[config.mk]
export PLATFORM = sky130hd
export DESIGN_NAME = mst_rate_governor
export DESIGN_NICKNAME = d
export VERILOG_FILES = /design/src/rtl/mst_rg_pkg.sv /design/src/rtl/rg_tavg_comp.sv /design/src/rtl/rg_phase_acc.sv /design/src/rtl/rg_slot_sel.sv /design/src/rtl/mst_rate_governor.sv
export SDC_FILE = /design/constraint.sdc
export NUM_CORES = 1
export LEC_CHECK = 0
export BUFFER_PORTS_ARGS = -buffer_cell sky130_fd_sc_hd__buf_2
export CORE_ASPECT_RATIO = 1.25
export CORE_MARGIN = 2
export CORE_UTILIZATION = 50
export DETAILED_ROUTE_END_ITERATION = 12
export MAX_ROUTING_LAYER = met4
export PLACE_DENSITY = 0.74
export SYNTH_ARGS = -nofsm -noshare
export SYNTH_HDL_FRONTEND = slang
export SYNTH_HIERARCHICAL = 1
export SYNTH_SLANG_ARGS = --single-unit
export TNS_END_PERCENT = 20
[constraint.sdc]
create_clock -name clk -period 4.28 [get_ports clk]
set_clock_uncertainty 0.1 [all_clocks]
set_input_delay 0.214 -clock clk [delete_from_list [all_inputs] [get_ports clk]]
set_output_delay 0.214 -clock clk [all_outputs]
set_load 0.02 [all_outputs]
[src/rtl/mst_rg_pkg.sv]
package mst_rg_pkg;

    localparam int LANE_W = 3;

    typedef enum logic [1:0] {
        LM_ONE  = 2'd0,
        LM_TWO  = 2'd1,
        LM_FOUR = 2'd2
    } lane_mode_e;

    typedef struct packed {
        logic       insert;
        lane_mode_e mode;
    } mtp_decision_t;

    // lane codes outside {1,2} fall back to the widest link
    function automatic lane_mode_e lane_mode(input logic [LANE_W-1:0] code);
        case (code)
            3'd1:    return LM_ONE;
            3'd2:    return LM_TWO;
            default: return LM_FOUR;
        endcase
    endfunction

    // log2 of (4 / lanes): scales the step and the slot reduction
    function automatic logic [1:0] lane_shift(input lane_mode_e m);
        case (m)
            LM_ONE:  return 2'd2;
            LM_TWO:  return 2'd1;
            default: return 2'd0;
        endcase
    endfunction

endpackage

[src/rtl/rg_tavg_comp.sv]
module rg_tavg_comp
    import mst_rg_pkg::*;
#(
    parameter int FRAC_W = 6
) (
    input  logic [FRAC_W-1:0] frac,
    input  lane_mode_e        mode,
    input  logic              comp_en,
    output logic [FRAC_W:0]   step,
    output logic              active
);
    localparam logic [FRAC_W:0] SCALE = (FRAC_W+1)'(1) << FRAC_W;

    logic [FRAC_W:0] deficit;

    always_comb begin
        deficit = SCALE - {1'b0, frac};
        active  = (frac != '0);
        if (comp_en) begin
            step = deficit >> lane_shift(mode);
        end else begin
            step = deficit;
        end
    end
endmodule

[src/rtl/rg_phase_acc.sv]
module rg_phase_acc #(
    parameter int FRAC_W = 6
) (
    input  logic            clk,
    input  logic            rst,
    input  logic            stb,
    input  logic            active,
    input  logic [FRAC_W:0] step,
    output logic            carry
);
    logic [FRAC_W-1:0] acc_q;
    logic [FRAC_W:0]   sum;

    always_comb begin
        sum   = {1'b0, acc_q} + step;
        carry = active & sum[FRAC_W];
    end

    always_ff @(posedge clk) begin
        if (rst) begin
            acc_q <= '0;
        end else if (stb && active) begin
            acc_q <= sum[FRAC_W-1:0];
        end
    end
endmodule

[src/rtl/rg_slot_sel.sv]
module rg_slot_sel
    import mst_rg_pkg::*;
#(
    parameter int SLOT_W = 6
) (
    input  logic              clk,
    input  logic              rst,
    input  logic              stb,
    input  mtp_decision_t     dec,
    input  logic [SLOT_W-1:0] alloc,
    output logic [SLOT_W-1:0] slots_q,
    output logic              fill_q
);
    logic [SLOT_W-1:0] cut;
    logic [SLOT_W-1:0] granted;

    always_comb begin
        cut = SLOT_W'(1) << lane_shift(dec.mode);
        if (!dec.insert) begin
            granted = alloc;
        end else if (alloc > cut) begin
            granted = alloc - cut;
        end else begin
            granted = '0;
        end
    end

    always_ff @(posedge clk) begin
        if (rst) begin
            slots_q <= '0;
            fill_q  <= 1'b0;
        end else if (stb) begin
            slots_q <= granted;
            fill_q  <= dec.insert;
        end
    end
endmodule

[src/rtl/mst_rate_governor.sv]
module mst_rate_governor
    import mst_rg_pkg::*;
#(
    parameter int SLOT_W = 6,
    parameter int FRAC_W = 6
) (
    input  logic              clk,
    input  logic              rst,
    input  logic              mtp_stb,
    input  logic [SLOT_W-1:0] alloc_slots,
    input  logic [FRAC_W-1:0] avg_frac,
    input  logic [2:0]        lane_cnt,
    input  logic              comp_en,
    output logic [SLOT_W-1:0] mtp_slots,
    output logic              vcpf_req
);
    lane_mode_e      mode;
    logic [FRAC_W:0] step;
    logic            active;
    logic            carry;
    mtp_decision_t   dec;

    assign mode = lane_mode(lane_cnt);

    rg_tavg_comp #(.FRAC_W(FRAC_W)) u_comp (
        .frac    (avg_frac),
        .mode    (mode),
        .comp_en (comp_en),
        .step    (step),
        .active  (active)
    );

    rg_phase_acc #(.FRAC_W(FRAC_W)) u_acc (
        .clk    (clk),
        .rst    (rst),
        .stb    (mtp_stb),
        .active (active),
        .step   (step),
        .carry  (carry)
    );

    always_comb begin
        dec.insert = carry;
        dec.mode   = mode;
    end

    rg_slot_sel #(.SLOT_W(SLOT_W)) u_sel (
        .clk     (clk),
        .rst     (rst),
        .stb     (mtp_stb),
        .dec     (dec),
        .alloc   (alloc_slots),
        .slots_q (mtp_slots),
        .fill_q  (vcpf_req)
    );
endmodule

==> results of run 1 <==
## per-stage QoR
step | hold slack [ns] | util | std cells | setup WS (ns) | area (µm²)
3_5_place_dp | 0.364 | 0.589 | 207 | 0.533 | 1430
3_3_place_gp | 0.356 | 0.589 | 207 | 0.660 | 1430
4_1_cts | 0.0971 | 0.600 | 211 | 0.843 | 1460
2_1_floorplan | 0.183 | - | 151 | 0.931 | 1270
5_1_grt | 0.124 | 0.600 | 211 | 0.594 | 1460
6_report | 0.109 | 0.600 | 211 | 0.729 | 1460
## worst max-delay path by stage
stage | from | endpoint
2_1_floorplan | lane_cnt[2] | u_sel/slots_q[4]$_SDFFE_PP0P_
5_1_grt | lane_cnt[1] | u_sel/slots_q[4]$_SDFFE_PP0P_
4_1_cts | lane_cnt[1] | u_sel/slots_q[4]$_SDFFE_PP0P_
3_5_place_dp | lane_cnt[1] | u_sel/slots_q[4]$_SDFFE_PP0P_
3_3_place_gp | lane_cnt[1] | u_sel/slots_q[4]$_SDFFE_PP0P_
6_report | lane_cnt[1] | u_sel/slots_q[4]$_SDFFE_PP0P_
## layout make-up
class,instances,area share
Clock buffer,4,0.0180
Tap cell,33,0.0284
Multi-Input combinational cell,126,0.661
Timing Repair Buffer,26,0.0911
Inverter,9,0.0232
Sequential cell,13,0.179
## Yosys cell counts (2+ instances only)
master                     instances  share of area
sky130_fd_sc_hd__o21ai_0           3          0.012
sky130_fd_sc_hd__a211o_1           2          0.014
sky130_fd_sc_hd__nand2b_1          4          0.020
sky130_fd_sc_hd__nor2_1           16          0.047
sky130_fd_sc_hd__a222oi_1          4          0.031
sky130_fd_sc_hd__nand4b_1          2          0.014
sky130_fd_sc_hd__fa_1              2          0.031
sky130_fd_sc_hd__or3_1             2         0.0098
sky130_fd_sc_hd__nor3b_1           2          0.012
sky130_fd_sc_hd__nand3_1           5          0.020
sky130_fd_sc_hd__nand4_1           2         0.0098
sky130_fd_sc_hd__xnor2_1           3          0.021
sky130_fd_sc_hd__and2_1            2         0.0098
sky130_fd_sc_hd__xor2_1            6          0.041
sky130_fd_sc_hd__and3b_1           2          0.014
sky130_fd_sc_hd__a31oi_1           2         0.0098
sky130_fd_sc_hd__nand3b_1          2          0.012
sky130_fd_sc_hd__a21oi_1          10          0.039
sky130_fd_sc_hd__ha_1             11           0.11
sky130_fd_sc_hd__nand2_1           9          0.027
sky130_fd_sc_hd__and3_1            3          0.015
sky130_fd_sc_hd__a211oi_1          4          0.024
sky130_fd_sc_hd__dfxtp_1          13           0.20
sky130_fd_sc_hd__inv_1             9          0.027
## state kept, by name (all words and copies together), names as in the netlist
name,count
u_sel/slots_q,6
u_sel/fill_q,1
u_acc/acc_q,6
## logic make-up after synthesis
group	synth area share
and+or+nand+nor	0.252
AOI/OAI and AO/OA	0.283
adders and majority gates	0.140
DFF	0.205
buffers and inverters	0.0393
xor gates and xnor gates	0.0620
muxes	0.0167
other	0.00295
## report_power, final
group	internal, W	switching (W)	total [W]
Sequential	0.000136	0.00000865	0.000145
Clock	0.0000362	0.0000432	0.0000794
Combinational	0.0000802	0.000110	0.000191
## layer usage
layer | vias up | share of wire
met3 | 7 | 0.025
met4 | 0 | 0.025
li1 | 629 | -
met1 | 596 | 0.39
met5 | - | 0
met2 | 23 | 0.56
## tightest hold or removal path, stage by stage
cell	delay, ns
sky130_fd_sc_hd__buf_2	0.09
sky130_fd_sc_hd__a222oi_1	0.07
sky130_fd_sc_hd__nor2_1	0.08
==> flow_results.org, run 1 <==
** Status
- Run status :: finished clean

** Global route
- The number of antenna violations at the first check in global routing is 0.
- Global-route track usage on met3 :: 0.0271
- For this run the aggregate overflow at the end of global routing stands at 0.
- The via count of the first global-routing pass was 1,218.
- In the global route stage, met1 resource usage came out at 0.205.
- Global routing usage on met2 :: 0.442
- After global routing, the most crowded layer is met2.
- Across every metal layer, demand over resource in global routing totals 0.222.
- Entering global routing, the biggest net connects 16 pins.
- Wire length of the first global-routing pass :: 4910 µm

** Synthesis
- Net Count, Synth :: 183
- Synth unique cells :: 55
- Averaged over all synthesized cells, the footprint is 8.43 µm².
- Leading register cell type out of synthesis :: sky130_fd_sc_hd__dfxtp_1
- Share of synthesized area occupied by flip-flops and latches :: 0.205
- For this run, asynchronously set or reset flops after synthesis account for 0.
- The synthesized netlist occupies a cell area of 1270 µm².
- Flop and latch count out of synthesis :: 13
- The synthesized design contains 0 enable-type register cells.
- Total of warnings raised by yosys :: 6
- Counting every instance in the synthesized netlist gives 151.

** Die
- In this run the standard cell core region covers 2430 µm².
- The die covers 2970 µm².
- Die height :: 60.4 µm
- For this design the top-level I/O count stands at 26.
- Effective utilization at floorplan :: 0.524
- Row count :: 20
- Die width :: 49.1 µm

** Route
- After detailed routing, the total wire length is 2890 µm.
- The routed layout has 1,255 vias.
- After detailed routing, the average wire length per cell comes to 13.7 µm.
- After detailed routing, the number of remaining DRC violations is 0.
- Once detail routing completed, the nets flagged for antenna violations numbered 0.
- Dividing the detail-routed via count by the number of cells gives 5.95.
- For this run, the detailed router's first-pass iteration total came to 5.
- Number of DRC violations after detailed-routing iteration 0 :: 30

** Worst setup path
- Among cell families on the critical path, the largest total delay comes from compound AO/OA/AOI/OAI gates.
- Measured in cells, the most critical reg-to-reg path has a length of 9.
- Critical path class :: input pin to register
- Top cell by count, worst path :: sky130_fd_sc_hd__nand2b_1
- Reg-to-reg critical path endpoint :: u_sel/slots_q[4]$_SDFFE_PP0P_
- The worst setup path is launched from an input pin.
- STA puts the critical path data required time at 4.36 ns.
- CP arrival :: 3.63 ns
- The critical path contains buffers and inverters numbering 2 combined.
- For this design, the slowest cell found on the critical path is sky130_fd_sc_hd__o41ai_1.
- In this run the number of cells on the critical path is 15.
- Maximum fanout along the worst path :: 9
- Crit path cell chain :: buf_2 > xor2_1 > nand2b_1 > nand2b_1 > a211oi_1 > a21oi_1 > ha_1 > fa_1 > a21o_2 > a311o_1 > nand4_1 > inv_1 > o41ai_1 > o2bb2ai_1 > and2_1
- Capturing element type of the critical path :: register
- The largest single stage delay on the critical path is 0.54 ns.
- Worst r2r src :: u_acc/acc_q[0]$_SDFFE_PP0P_
- Across all register-to-register paths, the minimum setup slack is 1.40 ns.

** Power
- The design draws 0.000415 W.
- For this design the ratio of total power to cell area is 285 nW/µm².
- Leakage dissipation :: 0.660 nW
- Worst IR Drop VDD :: 0.158 mV

** Clock tree
- Buffer cell driving the clock tree root :: sky130_fd_sc_hd__clkbuf_4
- At the later pin of the worst-skew pair, clock insertion delay measures 0.28 ns.
- Maximum buffer depth of the clock tree :: 2
- Clock-pin transition on the worst setup and hold timing paths :: 0.08 ns
- Buffers inserted by post-CTS timing repair :: 0
- Number of buffers created by CTS :: 3
- After clock tree synthesis, the flow added hold-fix buffers numbering 0.
- The clock net in this run drives a total of 13 sinks.
- In this run the number of H-tree levels came out at 1.
- Gates resized during post-CTS repair numbered 0.
- CTS tree :: done

** Final layout
- The multi-input combinational cells in the finished layout cover a total of 962 µm².
- Leaving out fill and tap cells, the most frequent cell in the layout is sky130_fd_sc_hd__buf_2.
- Compared with the post-synthesis result, the final layout area differs by 14.5%.
- Area of all sequential standard cells :: 260 µm²
- In the layout the commonest cells are sky130_fd_sc_hd__buf_2 (25), sky130_fd_sc_hd__nor2_1 (16), sky130_fd_sc_hd__dfxtp_1 (13).
- Number of antenna repair diodes :: 0
- The filler cells instantiated in the layout total 228.
- Count of nets after finishing :: 211
- Of the cells placed in the final design, the portion with a size suffix greater than 1 is 0.225.

** Timing
- Setup repair after global routing left no endpoint under its margin.
- Setup violations remaining at the end of the flow were counted as 0.
- Slew @ Worst Pin :: 0.483 ns
- For this run, the top clock speed supported by timing is 282 MHz.
- Final hold violation count :: 0
- Sum Neg Setup Slack :: 0 ns
- The worst pin sits at a relative slew slack of 0.674.
- Count of final max-slew check failures :: 0
- Of the available clock period, the critical path in the final layout requires 0.830.
- Period minus WS final :: 3.55 ns

** Worst hold path
- The worst hold path was traced through 3 stages.
- Hold_sp :: alloc_slots[3]
- Endpoint with the worst hold slack :: u_sel/slots_q[3]$_SDFFE_PP0P_
- Worst hold path class :: input pin to register

** Placed design
- Summed over all nets, the half-perimeter wirelength after detailed placement is 2380 µm.
- At the end of routability-driven placement, the weighted congestion stood at 0.908.
- Number of buffers added on ports :: 25

** Run
- Maximum Capacitance Violations :: 0
Note: power is estimated with default switching activity, not from simulation.
==> inputs of run 2 (changes only) <==
Clock period 4.28 ns to 3.4 ns, I/O delays scaled along.
==> flow_results.org, run 2 (same netlist as run 1, synthesis figures left out) <==
** Status
- Run status :: finished clean (unchanged)

** Global route
- The global route total overflow is 0 (unchanged).
- Total global routing track utilization :: 0.227 (was 0.222)
- Maximum number of pins on one net before global-route repair :: 16 (unchanged)
- The via count of the first global-routing pass is 1,292 (was 1,218).
- Wire length of the first global-routing pass :: 5150 µm (was 4910 µm)
- The number of antenna violations at the first check in global routing is 0 (unchanged).

** Die
- Floorplan Core Area :: 2430 µm² (unchanged)
- The total I/O pin count is 26 (unchanged).
- Effective utilization at floorplan :: 0.524 (unchanged)
- The die outline area was 2970 µm² (unchanged).
- Die height :: 60.4 µm (unchanged)
- The die outline width came to 49.1 µm (unchanged).
- The number of cell rows was 20 (unchanged).

** Worst setup path
- Worst Path Buf+Inv :: 3 (was 2)
- Stages on worst setup path :: 16 (was 15)
- Crit path cell chain :: buf_2 > inv_1 > ha_1 > xor2_1 > nor2_1 > a211oi_1 > a21oi_1 > ha_1 > fa_1 > a21o_2 > a311o_1 > nand4_1 > inv_1 > o41ai_1 > o2bb2ai_1 > and2_1 (was buf_2 > xor2_1 > nand2b_1 > nand2b_1 > a211oi_1 > a21oi_1 > ha_1 > fa_1 > a21o_2 > a311o_1 > nand4_1 > inv_1 > o41ai_1 > o2bb2ai_1 > and2_1)
- The kind of launch point of the worst setup path is an input pin (unchanged).
- CP arrival :: 3.20 ns (was 3.63 ns)
- Capturing element type of the critical path :: register (unchanged)
- The capture instance of the worst register-to-register path is u_sel/slots_q[4]$_SDFFE_PP0P_ (unchanged).
- The longest individual stage delay on the worst path came to 0.45 ns (was 0.54 ns).
- Critical Path Slowest Stage Cell :: sky130_fd_sc_hd__o41ai_1 (unchanged)
- Required @ worst endpoint :: 3.47 ns (was 4.36 ns)
- Reg-to-reg slack, setup :: 0.77 ns (was 1.40 ns)
- The maximum fanout along the worst path was 4 (was 9).
- Critical path class :: input pin to register (unchanged)
- The logic depth of the worst register-to-register path came to 9 (unchanged).
- The family with the most delay on the worst path was compound AO/OA/AOI/OAI gates (unchanged).
- Worst r2r src :: u_acc/acc_q[0]$_SDFFE_PP0P_ (unchanged)

** Final layout
- Biggest registers after layout :: u_acc/acc_q (6), u_sel/slots_q (6), u_sel/fill_q (1) (unchanged)
- Area of the multi-input gates :: 962 µm² (unchanged)
- The number of antenna diodes is 0 (unchanged).
- The number of non-filler instances in the completed layout is 220 (was 211).
- Utilization after layout :: 0.628 (was 0.600)
- Most used cells in the layout excluding fill and tap cells: sky130_fd_sc_hd__buf_2 (25), sky130_fd_sc_hd__nor2_1 (16), sky130_fd_sc_hd__dfxtp_1 (13) (unchanged).
- Number of fill cells :: 227 (was 228)
- The combined flip-flop and latch cell area was 260 µm² (unchanged).
- The commonest non-fill, non-tap cell in the layout is sky130_fd_sc_hd__buf_2 (unchanged).
- Count of nets after finishing :: 220 (was 211)
- The area added between synthesis and finish was 19.8% (was 14.5%).
- The fraction of layout cells with a size suffix above 1 is 0.262 (was 0.225).

** Clock tree
- The total of hold buffers inserted after clock tree synthesis came to 0 (unchanged).
- CTS tree :: done (unchanged)
- The number of H-tree levels is 1 (unchanged).
- Clock latency of the later-clocked register in the worst-skew pair :: 0.28 ns (about the same)
- Buffers inserted by post-CTS timing repair :: 0 (unchanged)
- The number of buffers created by CTS is 3 (unchanged).
- Buffer cell driving the clock tree root :: sky130_fd_sc_hd__clkbuf_4 (unchanged)
- The total number of clock tree sinks is 13 (unchanged).
- Resize count post-CTS :: 0 (unchanged)
- Maximum buffer depth of the clock tree :: 2 (unchanged)
- Clock-pin transition on the worst setup and hold timing paths :: 0.09 ns (was 0.08 ns)

** Timing
- The count of final max-slew check failures was 0 (unchanged).
- Finish-stage setup viols :: 0 (unchanged)
- Hold slack :: 0.0646 ns (was 0.109 ns)
- Period minus WS final :: 3.12 ns
- For this run, the top clock speed supported by timing is 320 MHz.
- RSZ-0062 raised after global routing: no (unchanged).
- Final hold violation count :: 0 (unchanged)
- Tcrit/Tclk final :: 0.918
- The setup TNS came to 0 ns (unchanged).

** Route
- The total number of vias was 1,299 (was 1,255).
- Number of search-and-repair iterations in the first detailed-routing pass :: 4 (was 5)
- Detailed-route DRC error count :: 0 (unchanged)
- Mean number of vias per cell :: 5.90 (was 5.95)
- Post-route antenna net violation count :: 0 (unchanged)
- The total wirelength of the detailed-routed design is 2910 µm (was 2890 µm).
- Detail-routed net length per standard cell :: 13.2 µm (was 13.7 µm)
- The starting DRC count in detailed routing came to 45 (was 30).

** Power
- Pwr dens :: 353 nW/µm² (was 285 nW/µm²)
- Leakage dissipation :: 0.703 nW (was 0.660 nW)
- The peak ir drop on the vdd network is 0.237 mV (was 0.158 mV).
- The post-layout total power is 0.000538 W (was 0.000415 W).

** Placed design
- Weighted congestion at the end of routability-driven global placement :: 0.840 (was 0.908)
- Detailed placement HPWL :: 2370 µm (was 2380 µm)
- The count of placed standard cells including taps is 216 (was 207).
- The total of buffers placed on input and output ports was 25 (unchanged).

** Run
- Maximum Capacitance Violations :: 0 (unchanged)

** Worst hold path
- Endpoint with the worst hold slack :: u_sel/slots_q[0]$_SDFFE_PP0P_ (was u_sel/slots_q[3]$_SDFFE_PP0P_)
- The start point of the worst min-delay path is alloc_slots[0] (was alloc_slots[3]).
- Worst hold path class :: input pin to register (unchanged)
- The number of cells on the worst hold path is 3 (unchanged).
[run 2: cell types whose count changed in the layout (fill, tap and decap cells not counted)]
cell / previous run / this run
sky130_fd_sc_hd__buf_4: 1 / 10
[run 2: cell type report]
class	count	area share
Timing Repair Buffer	35	0.131
Inverter	9	0.0222
Tap cell	33	0.0271
Clock buffer	4	0.0172
Multi-Input combinational cell	126	0.631
Sequential cell	13	0.171
[run 2: power by group]
group,switching [W],leakage [nW],internal [W],total [W]
clock,0.0000529,0.0150,0.0000454,0.0000983
sequential,0.00000991,0.107,0.000171,0.000181
combinational,0.000143,0.581,0.000115,0.000258
total,0.000206,0.703,0.000332,0.000538
[run 2: routing by layer]
metal	vias up	GRT usage	wire length [µm]
li1	645	-	-
met1	621	0.223	1200
met2	28	0.446	1580
met3	5	0.0443	98
met4	0	0.0735	26
met5	-	-	0
[run 2: stage by stage]
step / cell area (µm²) / setup slack, ns
6_report: 1520 / 0.278
5_1_grt: 1520 / 0.0579
4_1_cts: 1520 / 0.296
3_5_place_dp: 1500 / 0.0148
3_3_place_gp: 1500 / 0.108
2_1_floorplan: 1270 / 0.0948
[run 2: worst max path at each step]
stage | start | end | slack (ns)
3_3_place_gp | avg_frac[0] | u_sel/slots_q[4]$_SDFFE_PP0P_ | 0.11
4_1_cts | avg_frac[0] | u_sel/slots_q[4]$_SDFFE_PP0P_ | 0.30
6_report | avg_frac[0] | u_sel/slots_q[4]$_SDFFE_PP0P_ | 0.28
3_5_place_dp | avg_frac[0] | u_sel/slots_q[4]$_SDFFE_PP0P_ | 0.01
5_1_grt | avg_frac[0] | u_sel/slots_q[4]$_SDFFE_PP0P_ | 0.06
2_1_floorplan | lane_cnt[2] | u_sel/slots_q[4]$_SDFFE_PP0P_ | 0.09
[run 2: worst min-delay path, cell delays in order]
cell and delay (ns):
sky130_fd_sc_hd__buf_2 0.09, sky130_fd_sc_hd__a222oi_1 0.07, sky130_fd_sc_hd__nor2_1 0.07
==> inputs of run 3 (changes only) <==
--- a/config.mk
+++ b/config.mk
@@ -7,5 +7,5 @@
 export LEC_CHECK = 0
 export BUFFER_PORTS_ARGS = -buffer_cell sky130_fd_sc_hd__buf_2
-export CORE_ASPECT_RATIO = 1.25
+export CORE_ASPECT_RATIO = 1.5
 export CORE_MARGIN = 2
 export CORE_UTILIZATION = 50
==> constraint.sdc (replaced) <==
create_clock -name clk -period 3.4 [get_ports clk]
set_clock_uncertainty 0.1 [all_clocks]
set_input_delay 0.17 -clock clk [delete_from_list [all_inputs] [get_ports clk]]
set_output_delay 0.17 -clock clk [all_outputs]
set_load 0.005 [all_outputs]
==> flow_results.org, run 3 (same netlist as run 1, synthesis figures left out) <==
** Timing
- The count of final max-slew check failures came to 0 (unchanged).
- RSZ-0062 raised after global routing :: no (unchanged)
- The maximum operating frequency is 323 MHz (was 320 MHz).
- The setup TNS is 0 ns (unchanged).
- The final period demand of the worst path was 3.10 ns (was 3.12 ns).
- Final hold violation count :: 0 (unchanged)
- Final critical-path setup slack :: 0.301 ns (was 0.278 ns)
- Finish-stage setup viols :: 0 (unchanged)
- The share of the clock period used by the worst path after layout is 0.911 (was 0.918).

** Power
- Internal power consumption :: 0.000331 W (was 0.000332 W)
- Worst IR Drop VDD :: 0.240 mV (was 0.237 mV)
- Switching power total :: 0.000202 W (was 0.000206 W)
- The portion of total power attributed to the clock network came to 0.190 (was 0.183).
- Sequential share of power :: 0.340 (was 0.337)
- The part of the power in combinational logic came to 0.470 (was 0.480).
- Pwr dens :: 353 nW/µm² (about the same)
- The static power due to leakage is 0.703 nW (unchanged).
- The switching share of power is 0.379 (was 0.382).

** Final layout
- The number of non-filler instances in the completed layout came to 211 (was 220).
- Most used cells in the layout excluding fill and tap cells: sky130_fd_sc_hd__buf_2 (25), sky130_fd_sc_hd__nor2_1 (16), sky130_fd_sc_hd__dfxtp_1 (13) (unchanged).
- The commonest non-fill, non-tap cell in the layout is sky130_fd_sc_hd__buf_2 (unchanged).
- The multi-input combinational cell area was 962 µm² (unchanged).
- The net count reported at finish was 220 (unchanged).
- Biggest registers after layout :: u_acc/acc_q (6), u_sel/slots_q (6), u_sel/fill_q (1) (unchanged)
- Number of antenna repair diodes :: 0 (unchanged)
- The fraction of layout cells with a size suffix above 1 was 0.262 (unchanged).
- The combined flip-flop and latch cell area came to 260 µm² (unchanged).
- The area added between synthesis and finish came to 18.9% (was 19.8%).
- Number of fill cells :: 234 (was 227)
- The core occupancy in the finished layout was 0.624 (was 0.628).

** Route
- The total number of vias came to 1,303 (was 1,299).
- The starting DRC count in detailed routing is 39 (was 45).
- Detail-routed net length per standard cell :: 14.7 µm (was 13.2 µm)
- Detailed-route DRC error count :: 0 (unchanged)
- Number of search-and-repair iterations in the first detailed-routing pass :: 4 (unchanged)
- Routed wire length :: 3100 µm (was 2910 µm)
- The remaining antenna violation count came to 0 (unchanged).
- Mean number of vias per cell :: 6.18 (was 5.90)

** Status
- Run status :: finished clean (unchanged)

** Placed design
- The total of buffers placed on input and output ports was 25 (unchanged).
- Place WS :: 0.0127 ns (was 0.0148 ns)
- The count of placed standard cells including taps was 207 (was 216).
- Detailed placement HPWL :: 2440 µm (was 2370 µm)
- Weighted congestion at the end of routability-driven global placement :: 0.805 (was 0.840)

** Global route
- The number of antenna violations at the first check in global routing was 0 (unchanged).
- Remaining global-route overflow :: 0 (unchanged)
- The overall global routing resource usage was 0.239 (was 0.227).
- The via count of the first global-routing pass is 1,264 (was 1,292).
- The wire length of the first global-routing pass came to 5180 µm (was 5150 µm).
- Maximum number of pins on one net before global-route repair :: 16 (unchanged)

** Clock tree
- The number of buffers created by CTS came to 3 (unchanged).
- The number of cells upsized or downsized after cts came to 0 (unchanged).
- Maximum buffer depth of the clock tree :: 2 (unchanged)
- Sink count of the clock tree :: 13 (unchanged)
- The setup fix buffers added after clock tree synthesis came to 0 (unchanged).
- The clock-pin slew on the worst setup and hold paths came to 0.09 ns (about the same).
- Number of buffers inserted for hold repair after clock tree synthesis :: 0 (unchanged)
- Maximum level of the CTS H-tree :: 1 (unchanged)
- Buffer cell driving the clock tree root :: sky130_fd_sc_hd__clkbuf_4 (unchanged)
- Clock latency of the later-clocked register in the worst-skew pair :: 0.28 ns (about the same)
- CTS tree :: done (unchanged)

** Run
- The count of maximum capacitance violations was 0 (unchanged).

** Worst setup path
- Capturing element type of the critical path :: register (unchanged)
- The worst endpoint required time is 3.49 ns (was 3.47 ns).
- Critical Path End :: u_sel/slots_q[5]$_SDFFE_PP0P_ (was u_sel/slots_q[4]$_SDFFE_PP0P_)
- Launch point of the critical path :: avg_frac[0] (unchanged)
- Reg-to-reg slack, setup :: 0.76 ns (was 0.77 ns)
- The capture instance of the worst register-to-register path is u_sel/slots_q[5]$_SDFFE_PP0P_ (was u_sel/slots_q[4]$_SDFFE_PP0P_).
- The logic depth of the worst register-to-register path was 10 (was 9).
- CP arrival :: 3.19 ns (was 3.20 ns)
- The beginning of the worst register-to-register path was u_acc/acc_q[0]$_SDFFE_PP0P_ (unchanged).
- Startpoint kind of the worst setup timing path :: input pin (unchanged)
- The kind of critical path is input pin to register (unchanged).
- The maximum fanout along the worst path came to 4 (unchanged).

** Die
- Floorplan Core Area :: 2420 µm² (was 2430 µm²)
- Die width :: 45.2 µm (was 49.1 µm)
- Effective utilization at floorplan :: 0.525 (was 0.524)
- Top-Level Pins :: 26 (unchanged)
- Die height :: 65.8 µm (was 60.4 µm)
- The die outline area is 2970 µm² (about the same).
- The number of cell rows was 22 (was 20).

** Worst hold path
- Hold_sp :: alloc_slots[0] (unchanged)
- The path class of the lowest-slack min-delay path is input pin to register (unchanged).
## run 3: cell counts in the layout (fill, tap and decap cells not counted)
Identical to the previous run, type by type.
## run 3: layout make-up
cell class | instances | share of cell area
flip-flops and latches | 13 | 0.172
clock buffers | 4 | 0.0174
multi-input cells | 126 | 0.636
inverters | 9 | 0.0223
repair buffers | 35 | 0.132
well taps | 24 | 0.0199
## run 3: metrics by stage
step / hold WS (ns) / instance area, µm² / power [W]
floorplan: 0.139 / 1270 / 0.000350
global placement: 0.334 / 1490 / 0.000423
detailed placement: 0.346 / 1490 / 0.000432
CTS: 0.0479 / 1510 / 0.000536
global route: 0.0687 / 1510 / 0.000582
finish: 0.0518 / 1510 / 0.000533
## run 3: how the worst min path moves through the flow
stage	end	slack (ns)	cells after the start
2_1_floorplan	u_acc/acc_q[0]$_SDFFE_PP0P_	0.14	1
3_3_place_gp	u_sel/slots_q[3]$_SDFFE_PP0P_	0.33	3
3_5_place_dp	u_sel/slots_q[0]$_SDFFE_PP0P_	0.35	3
4_1_cts	u_sel/slots_q[0]$_SDFFE_PP0P_	0.05	3
5_1_grt	u_sel/slots_q[0]$_SDFFE_PP0P_	0.07	3
6_report	u_sel/slots_q[0]$_SDFFE_PP0P_	0.05	3
## run 3: worst max-delay path: stages
cell	delay, ns
sky130_fd_sc_hd__buf_2	0.11
sky130_fd_sc_hd__inv_1	0.07
sky130_fd_sc_hd__ha_1	0.18
sky130_fd_sc_hd__xor2_1	0.19
sky130_fd_sc_hd__nor2_1	0.06
sky130_fd_sc_hd__a211oi_1	0.18
sky130_fd_sc_hd__a21oi_1	0.07
sky130_fd_sc_hd__ha_1	0.23
sky130_fd_sc_hd__fa_1	0.41
sky130_fd_sc_hd__a21o_2	0.24
sky130_fd_sc_hd__a311o_1	0.35
sky130_fd_sc_hd__nand4_1	0.09
sky130_fd_sc_hd__inv_1	0.07
sky130_fd_sc_hd__buf_4	0.14
sky130_fd_sc_hd__a2111oi_4	0.27
sky130_fd_sc_hd__xnor2_1	0.12
sky130_fd_sc_hd__o31ai_1	0.23
## run 3: routing by layer
| layer | part of all wire | track usage | wire, µm |
|---|---|---|---|
| met5 | 0 | - | 0 |
| met4 | 0.0094 | 0.0882 | 29 |
| met3 | 0.038 | 0.0246 | 117 |
| met2 | 0.54 | 0.445 | 1690 |
| met1 | 0.41 | 0.246 | 1260 |
## run 3: power by group through the flow
stage               Sequential (W)  Clock [W]  Combinational [W]
floorplan                 0.000184          0           0.000165
global placement          0.000184          0           0.000238
detailed placement        0.000185          0           0.000247
CTS                       0.000181   0.000106           0.000248
global route              0.000184   0.000120           0.000278
finish                    0.000181   0.000101           0.000251
